==> config.mk <==
export PLATFORM = sky130hd
export DESIGN_NAME = cfg_stream_rom
export DESIGN_NICKNAME = d
export VERILOG_FILES = /design/src/rtl/cfgrom_pkg.sv /design/src/rtl/cfgrom_powerup.sv /design/src/rtl/cfgrom_addr.sv /design/src/rtl/cfgrom_array.sv /design/src/rtl/cfg_stream_rom.sv
export SDC_FILE = /design/constraint.sdc
export NUM_CORES = 1
export LEC_CHECK = 0
export BUFFER_PORTS_ARGS = -buffer_cell sky130_fd_sc_hd__buf_2
export CORE_ASPECT_RATIO = 0.7
export CORE_MARGIN = 2
export CORE_UTILIZATION = 65
export CTS_BUF_LIST = sky130_fd_sc_hd__clkbuf_4 sky130_fd_sc_hd__clkbuf_8
export DETAILED_ROUTE_END_ITERATION = 16
export PLACE_DENSITY = 0.94
export SYNTH_ARGS = -nofsm -noshare
export SYNTH_HDL_FRONTEND = slang
export SYNTH_SLANG_ARGS = --single-unit
==> constraint.sdc <==
create_clock -name clk -period 5.6 [get_ports clk]
set_clock_uncertainty 0.2 [all_clocks]
set_input_delay 0.56 -clock clk [delete_from_list [all_inputs] [get_ports clk]]
set_output_delay 0.56 -clock clk [all_outputs]
set_load 0.01 [all_outputs]
==> src/rtl/cfgrom_pkg.sv <==
package cfgrom_pkg;

   // Array content as a closed formula: no table, no external file.
   function automatic logic [31:0] word_at(input int idx, input int seed);
      return 32'((idx * 37) + seed);
   endfunction

endpackage

==> src/rtl/cfgrom_powerup.sv <==
module cfgrom_powerup #(
   parameter int HOLD_CYCLES = 250000
) (
   input  logic clk,
   input  logic rst_n,
   output logic ready
);
   localparam int CW = $clog2(HOLD_CYCLES + 1);

   logic [CW-1:0] cnt;

   if (HOLD_CYCLES < 1) begin : g_bad_hold
      $error("HOLD_CYCLES must be at least 1");
   end

   assign ready = (cnt == CW'(HOLD_CYCLES));

   always_ff @(posedge clk or negedge rst_n) begin
      if (!rst_n)      cnt <= '0;
      else if (!ready) cnt <= cnt + 1'b1;
   end

   AST_HOLD_COUNTS: assert property (@(posedge clk) disable iff (!rst_n)
      !ready |=> (cnt == $past(cnt) + 1'b1));
   AST_HOLD_STAYS: assert property (@(posedge clk) disable iff (!rst_n)
      ready |=> ready);
endmodule

==> src/rtl/cfgrom_addr.sv <==
module cfgrom_addr #(
   parameter int STEPS = 64,
   localparam int PW   = $clog2(STEPS + 1)
) (
   input  logic          clk,
   input  logic          rst_n,
   input  logic          run,
   output logic [PW-1:0] pos,
   output logic          at_end
);
   if (STEPS < 2) begin : g_bad_steps
      $error("STEPS must be at least 2");
   end

   assign at_end = (pos == PW'(STEPS));

   always_ff @(posedge clk or negedge rst_n) begin
      if (!rst_n)       pos <= '0;
      else if (!run)    pos <= '0;
      else if (!at_end) pos <= pos + 1'b1;
   end

   AST_HOLD_ZERO: assert property (@(posedge clk) disable iff (!rst_n)
      !run |=> (pos == '0));
   AST_STEP_ONE: assert property (@(posedge clk) disable iff (!rst_n)
      (run && !at_end) |=> (pos == $past(pos) + 1'b1));
   AST_FREEZE_END: assert property (@(posedge clk) disable iff (!rst_n)
      (run && at_end) |=> $stable(pos));
endmodule

==> src/rtl/cfgrom_array.sv <==
module cfgrom_array #(
   parameter int DEPTH    = 8,
   parameter int WORD_W   = 8,
   parameter bit PARALLEL = 1'b0,
   parameter int SEED     = 90,
   parameter int PW       = 7,
   localparam int OUT_W   = PARALLEL ? WORD_W : 1,
   localparam int LB      = $clog2(WORD_W)
) (
   input  logic [PW-1:0]    pos,
   output logic [OUT_W-1:0] bits
);
   import cfgrom_pkg::*;

   if ((WORD_W < 2) || (WORD_W > 32) || ((1 << LB) != WORD_W)) begin : g_bad_width
      $error("WORD_W must be a power of two from 2 to 32");
   end
   if (DEPTH < 2) begin : g_bad_depth
      $error("DEPTH must be at least 2");
   end

   logic [31:0]       raw;
   logic [WORD_W-1:0] wrd;

   assign wrd = raw[WORD_W-1:0];

   if (PARALLEL) begin : g_par
      // one whole word per position
      assign raw  = word_at(int'(pos), SEED);
      assign bits = wrd;
   end else begin : g_ser
      // word index from upper position bits, MSB-first bit pick
      logic [LB-1:0] off;
      logic [LB-1:0] sel;
      assign raw  = word_at(int'(pos >> LB), SEED);
      assign off  = pos[LB-1:0];
      assign sel  = LB'(WORD_W - 1) - off;
      assign bits = wrd[sel];
   end
endmodule

==> src/rtl/cfg_stream_rom.sv <==
module cfg_stream_rom #(
   parameter int DEPTH       = 8,
   parameter int WORD_W      = 8,
   parameter bit PARALLEL    = 1'b0,
   parameter int HOLD_CYCLES = 250000,
   parameter int SEED        = 90,
   localparam int OUT_W      = PARALLEL ? WORD_W : 1,
   localparam int STEPS      = PARALLEL ? DEPTH : DEPTH * WORD_W,
   localparam int PW         = $clog2(STEPS + 1)
) (
   input  logic             clk,
   input  logic             power_good,
   input  logic             oe_rst_n,
   input  logic             chip_sel_n,
   output logic [OUT_W-1:0] data_out,
   output logic             data_oe,
   output logic             cascade_n
);
   logic          hold_ready;
   logic          run;
   logic [PW-1:0] pos;
   logic          at_end;
   logic [OUT_W-1:0] arr_bits;

   cfgrom_powerup #(.HOLD_CYCLES(HOLD_CYCLES)) u_pwr (
      .clk   (clk),
      .rst_n (power_good),
      .ready (hold_ready)
   );

   assign run = hold_ready && oe_rst_n && !chip_sel_n;

   cfgrom_addr #(.STEPS(STEPS)) u_addr (
      .clk    (clk),
      .rst_n  (power_good),
      .run    (run),
      .pos    (pos),
      .at_end (at_end)
   );

   cfgrom_array #(
      .DEPTH(DEPTH), .WORD_W(WORD_W), .PARALLEL(PARALLEL), .SEED(SEED), .PW(PW)
   ) u_arr (
      .pos  (pos),
      .bits (arr_bits)
   );

   assign data_oe   = run && !at_end;
   assign cascade_n = !(run && at_end);
   assign data_out  = data_oe ? arr_bits : '0;

   AST_STANDBY_FLOAT: assert property (@(posedge clk) disable iff (!power_good)
      chip_sel_n |-> (!data_oe && cascade_n && data_out == '0));
   AST_RESET_FLOAT: assert property (@(posedge clk) disable iff (!power_good)
      !oe_rst_n |-> (!data_oe && cascade_n));
   AST_NOT_BOTH: assert property (@(posedge clk) disable iff (!power_good)
      !(data_oe && !cascade_n));
   AST_HOLD_QUIET: assert property (@(posedge clk) disable iff (!power_good)
      !hold_ready |-> (!data_oe && cascade_n));
endmodule

# ---- After elaboration in Yosys (flattened, before gate mapping)
# Index checks and enable logic that the tools add are counted.
dict set report word_totals {
  ff_bits 25
  input_bits 4
  elab_cells 23
}
dict set report op_classes {
  addsub 4
  mul 1
  order_cmp 1
  n_eq_ne 3
  mux 5
  reduce_logical 7
}
# cell count
set op_table {}
lappend op_table {{adder 18 x 1 -> 18 bit, second input constant} 1}
lappend op_table {{== test 18 bit, second input constant} 1}
lappend op_table {{2-to-1 mux 7 bit} 2}
lappend op_table {{adder 8 bit, second input constant} 1}
lappend op_table {{multiplier 4 x 6 -> 8 bit, second input constant} 1}
lappend op_table {{adder 7 x 1 -> 7 bit, second input constant} 1}
lappend op_table {{== test 7 bit, second input constant} 1}
lappend op_table {{logical AND 1 bit} 4}
lappend op_table {{less-than comparator 3 x 4 -> 1 bit, second input constant} 1}
lappend op_table {{binary-select mux 1 bit (select 3 bit)} 1}
lappend op_table {{zero test 1 bit} 3}
lappend op_table {{subtractor 3 bit, first input constant} 1}
lappend op_table {{2-to-1 mux 1 bit} 2}
lappend op_table {{!= test 2 bit, second input constant} 1}

# ---- Longest topological paths before layout
dict set report logic_depth {
  word_depth 5
  ltp_mapped 10
  depth_no_buf 10
}

# ---- Hierarchy
# A second synthesis with hierarchy kept.
dict set report hier_totals {
  hier_cells 154
  hier_area_um2 1632.8
}
# mod n_inst cells_each area_per_inst_um2 seq_area_each_um2
set modules_own_cells {}
lappend modules_own_cells {cfgrom_powerup 1 74 865.8 450.4}
lappend modules_own_cells {cfgrom_addr 1 40 381.6 175.2}
lappend modules_own_cells {cfgrom_array 1 35 341.6 0.0}
lappend modules_own_cells {cfg_stream_rom 1 5 43.8 0.0}

# ---- Worst setup path before layout
# OpenSTA, ideal clock, no wires.
dict set report synth_path {
  path_type {reg-to-output}
  startpoint {reg u_addr.pos[6]}
  endpoint {out data_out}
  arrival_ns 2.652
  setup_slack_ns 2.188
  stages_incl_launch_ff 11
  cell_sequence {dfrtp_1 > inv_1 > ha_1 > ha_1 > ha_1 > fa_1 > a21o_1 > a21oi_1 > nor3b_1 > a2111oi_0 > a21boi_2}
}
dict set report synth_via {
  elab_chain_cells 5
  word_cells_on_any_way 8
  classes_between {add/sub (1); mul (1); eq/ne (1); mux (3); reduce/logical (2)}
}
# item line_no
set synth_lines {}
lappend synth_lines {{start, declared} cfgrom_addr.sv:8} ;# output logic [PW-1:0] pos,
lappend synth_lines {{start signal, assigned} cfgrom_addr.sv:20} ;# else if (!at_end) pos <= pos + 1'b1;
lappend synth_lines {{multiplier 4 x 6 -> 8 bit} cfgrom_pkg.sv:5} ;# return 32'((idx * 37) + seed);
lappend synth_lines {{adder 8 bit} cfgrom_pkg.sv:5}
lappend synth_lines {{binary-select mux 1 bit (select 3 bit)} cfgrom_array.sv:38} ;# assign bits = wrd[sel];
lappend synth_lines {{2-to-1 mux 1 bit (not written as such)} cfgrom_array.sv:38}
lappend synth_lines {{2-to-1 mux 1 bit (*)} cfg_stream_rom.sv:50} ;# assign data_out = data_oe ? arr_bits : '0;
lappend synth_lines {{end, declared} cfg_stream_rom.sv:15} ;# output logic [OUT_W-1:0] data_out,
# Every way passes the cells marked *; elsewhere a longest branch is shown, timed or not. The select of a mux whose other input is x is not followed.

# ---- Worst setup path after layout
# Ends and elaborated chain as after synthesis.

==> results.py <==
metrics = {
    "run_status": {
        "outcome": "complete, but fails checks",
        "violations": "hold timing",
    },
    "synthesis": {
        "synth_cell_types": 34,
        "synth-seq-cells": 25,
        "synthMuxAreaShare_pct": 3.40,
        "ys_warn_count": 0,
        "synth.largest_area_cell": "dfrtp_1",
        "synth-simple-area-share_pct": 20.3,
        "synth_common_cells": "dfrtp_1, xnor2_1, ha_1",
        "syn_nets": 170,
        "synth_edf_count": 0,
        "seq_area_frac_synth_pct": 39.6,
        "syn_area_per_cell_um2": 10.8,
        "async_flop_share_pct": 100,
        "synth_top_family_by_area": "simple AND/OR/NAND/NOR gates",
        "synth_top_area_share_pct": 39.6,
        "synth_compound_area_share_pct": 3.48,
        "synth_fa_ha_area_share_pct": 16.8,
        "yosysMostFrequentCell": "dfrtp_1",
        "postSynthCellCount": 146,
        "synthXorXnorAreaFrac_pct": 13.3,
        "synth_area_leaders": "dfrtp_1, ha_1, xnor2_1",
        "syn_area_um2": 1580,
        "synthFlopType": "dfrtp_1",
    },
    "setup_path": {
        "cp_common_cell": "ha_1",
        "critPathMaxStageDelay_ns": 0.52,
        "crit_chain": "inv_1, ha_1, ha_1, ha_1, fa_1, a21o_1, a21oi_1, nor3b_1, a2111oi_0, a21boi_2, buf_2",
        "cp.required_ns": 4.84,
        "critPathKind": "register to output port",
        "cp_max_fo": 3,
        "cp-end-kind": "output port",
        "cpMaxStageDelayCell": "a2111oi_0",
        "start_kind": "register",
        "cp.arrival_ns": 3.30,
    },
    "layout": {
        "area_growth_syn_to_layout_pct": 5.23,
        "diodes": 0,
        "fin_nets": 179,
        "drive_gt1_share_pct": 12.3,
    },
    "floorplan": {
        "core_area_um2": 2220,
        "initial_core_util_pct": 71.0,
        "dieHeight_um": 45.3,
        "fp.dieArea_um2": 2850,
        "ioPinCount": 7,
        "rows": 14,
        "fp.dieW_um": 62.9,
    },
    "power_and_ir_drop": {
        "leakage_uw": 0.000778,
        "powerDensity_nw_per_um2": 158,
        "vdd_ir_drop_max_mv": 0.124,
        "p_total_uw": 263,
    },
    "detailed_routing": {
        "vias": 1073,
        "drc": 0,
        "drt-total-wl_mm": 2.72,
        "firstDrtPassIters": 4,
        "wire_per_inst_um": 14.6,
        "first_iter_violations": 59,
        "via_per_inst": 5.77,
        "ant_nets": 0,
    },
    "timing": {
        "worst_slew_pin_slew_ns": 0.533,
        "finalCritPeriodShare_pct": 72.5,
        "max_freq_mhz": 246,
        "finalSetupTns_ns": 0,
        "finalHoldViolCount": 11,
        "slew_headroom_pct": 63.5,
        "slew_viol_final": 0,
        "setup-violations-final": 0,
        "period_needed_ns": 4.06,
        "hold_ws_ns": -0.00710,
        "rsz0062_at_grt": "false",
    },
    "clocking": {
        "cts_tree": "done",
        "cts.path.max_buffers": 2,
        "htree_levels": 1,
        "path_clk_slew_ns": 0.13,
        "cts_hold_buffers": 0,
        "cts_sinks": 25,
        "cts_buffers": 3,
        "clock-root-buffer": "clkbuf_4",
        "clock_latency_ns": 0.32,
        "postCtsSetupBuffers": 0,
        "cts_resized": 0,
    },
    "placement": {
        "io_buffers": 6,
        "dpl.hpwl_mm": 2.17,
        "place_congestion": 0.835,
    },
    "worst_hold_path": {
        "hp-class": "primary input to asynchronous set/reset pin",
    },
    "grt": {
        "antenna_found_initial": 0,
        "grt_pass1_wl_mm": 4.72,
        "grt-ovfl-total": 0,
        "grt_pass1_vias": 1042,
        "grt_max_degree": 26,
        "grt.total_usage_pct": 22.3,
    },
    "job": {
        "drv_cap": 0,
    },
}
==> final cells by class <==
cell class / instances / area (um^2)
Clock buffer: 3 / 22.5
Clock inverter: 1 / 5.00
Fill cell: 150 / 562
Inverter: 9 / 33.8
Multi-Input combinational cell: 110 / 906
Sequential cell: 25 / 626
Tap cell: 32 / 40.0
Timing Repair Buffer: 6 / 30.0
==> worst max-delay path, delay by kind of cell (launching register included) <==
| family | cells | cell delay (ns) |
|---|---|---|
| fa+ha+maj | 4 | 1.18 |
| buf+inv | 2 | 0.30 |
| flops | 1 | 0.43 |
| simple gates | 1 | 0.07 |
| compound gates | 4 | 0.99 |
==> cells in the final DEF, fill, tap and decap left out, drive strengths merged, types with 4 or more instances in the layout <==
cell type,n
xnor2,20
nand3,12
buf,6
a21oi,4
dfrtp,25
nand2,7
nor2,9
nor3,5
inv,9
ha,18
xor2,4
and3,5
==> power breakdown <==
| group | switching [uW] | leakage (uW) | internal (uW) |
|---|---|---|---|
| Combinational | 3.45 | 0.000425 | 0.913 |
| Clock | 51.0 | 0.0000177 | 26.8 |
| Sequential | 0 | 0.000335 | 180 |
==> sequential cells by signal, summed over array words and instances (netlist names) <==
signal and flops:
u_addr.pos 7, u_pwr.cnt 18
==> through the flow <==
| stage | worst slack, ns | hold slack (ns) | utilization [%] | cell area [um^2] | cells |
|---|---|---|---|---|---|
| final | 1.54 | -0.00710 | 74.7 | 1660 | 186 |
| after global routing | 1.28 | 0.0251 | 74.7 | 1660 | 186 |
| after CTS | 1.52 | 0.0109 | 74.7 | 1660 | 186 |
| after detailed placement | 1.88 | 0.252 | 73.5 | 1640 | 182 |
| after global placement | 2.03 | 0.252 | 73.5 | 1640 | 182 |
| after floorplan | 2.19 | 0.0644 | - | 1580 | 146 |
==> worst paths after layout <==
kind                                           startpoint                   endpoint  slack [ns]  cells past startpoint
max in group asynchronous                      power_good  u_addr.pos[2]$_DFFE_PN0P_        4.84                      1
min in group clk                u_pwr.cnt[17]$_DFFE_PN0P_  u_pwr.cnt[17]$_DFFE_PN0P_        0.27                      1
worst max register to register   u_pwr.cnt[0]$_DFFE_PN0P_   u_pwr.cnt[1]$_DFFE_PN0P_        3.39                      6
worst min-delay path                           power_good  u_pwr.cnt[13]$_DFFE_PN0P_      -0.007                      1
worst max-delay path            u_addr.pos[6]$_DFFE_PN0P_                   data_out        1.54                     11
worst min register to register  u_pwr.cnt[17]$_DFFE_PN0P_  u_pwr.cnt[17]$_DFFE_PN0P_        0.27                      1
==> per-layer routing <==
layer	GRT usage, %	part of all wire, %
met5	0	0
met4	6.22	0.84
met3	6.23	3.6
met2	37.0	47
met1	29.4	49
==> logic make-up after synthesis <==
group | Yosys count
compound gates | 8
simple gates | 54
flops | 25
mux | 4
fa+ha+maj | 20
buf+inv | 11
xor+xnor | 24
(Power assumes the default switching activity.)
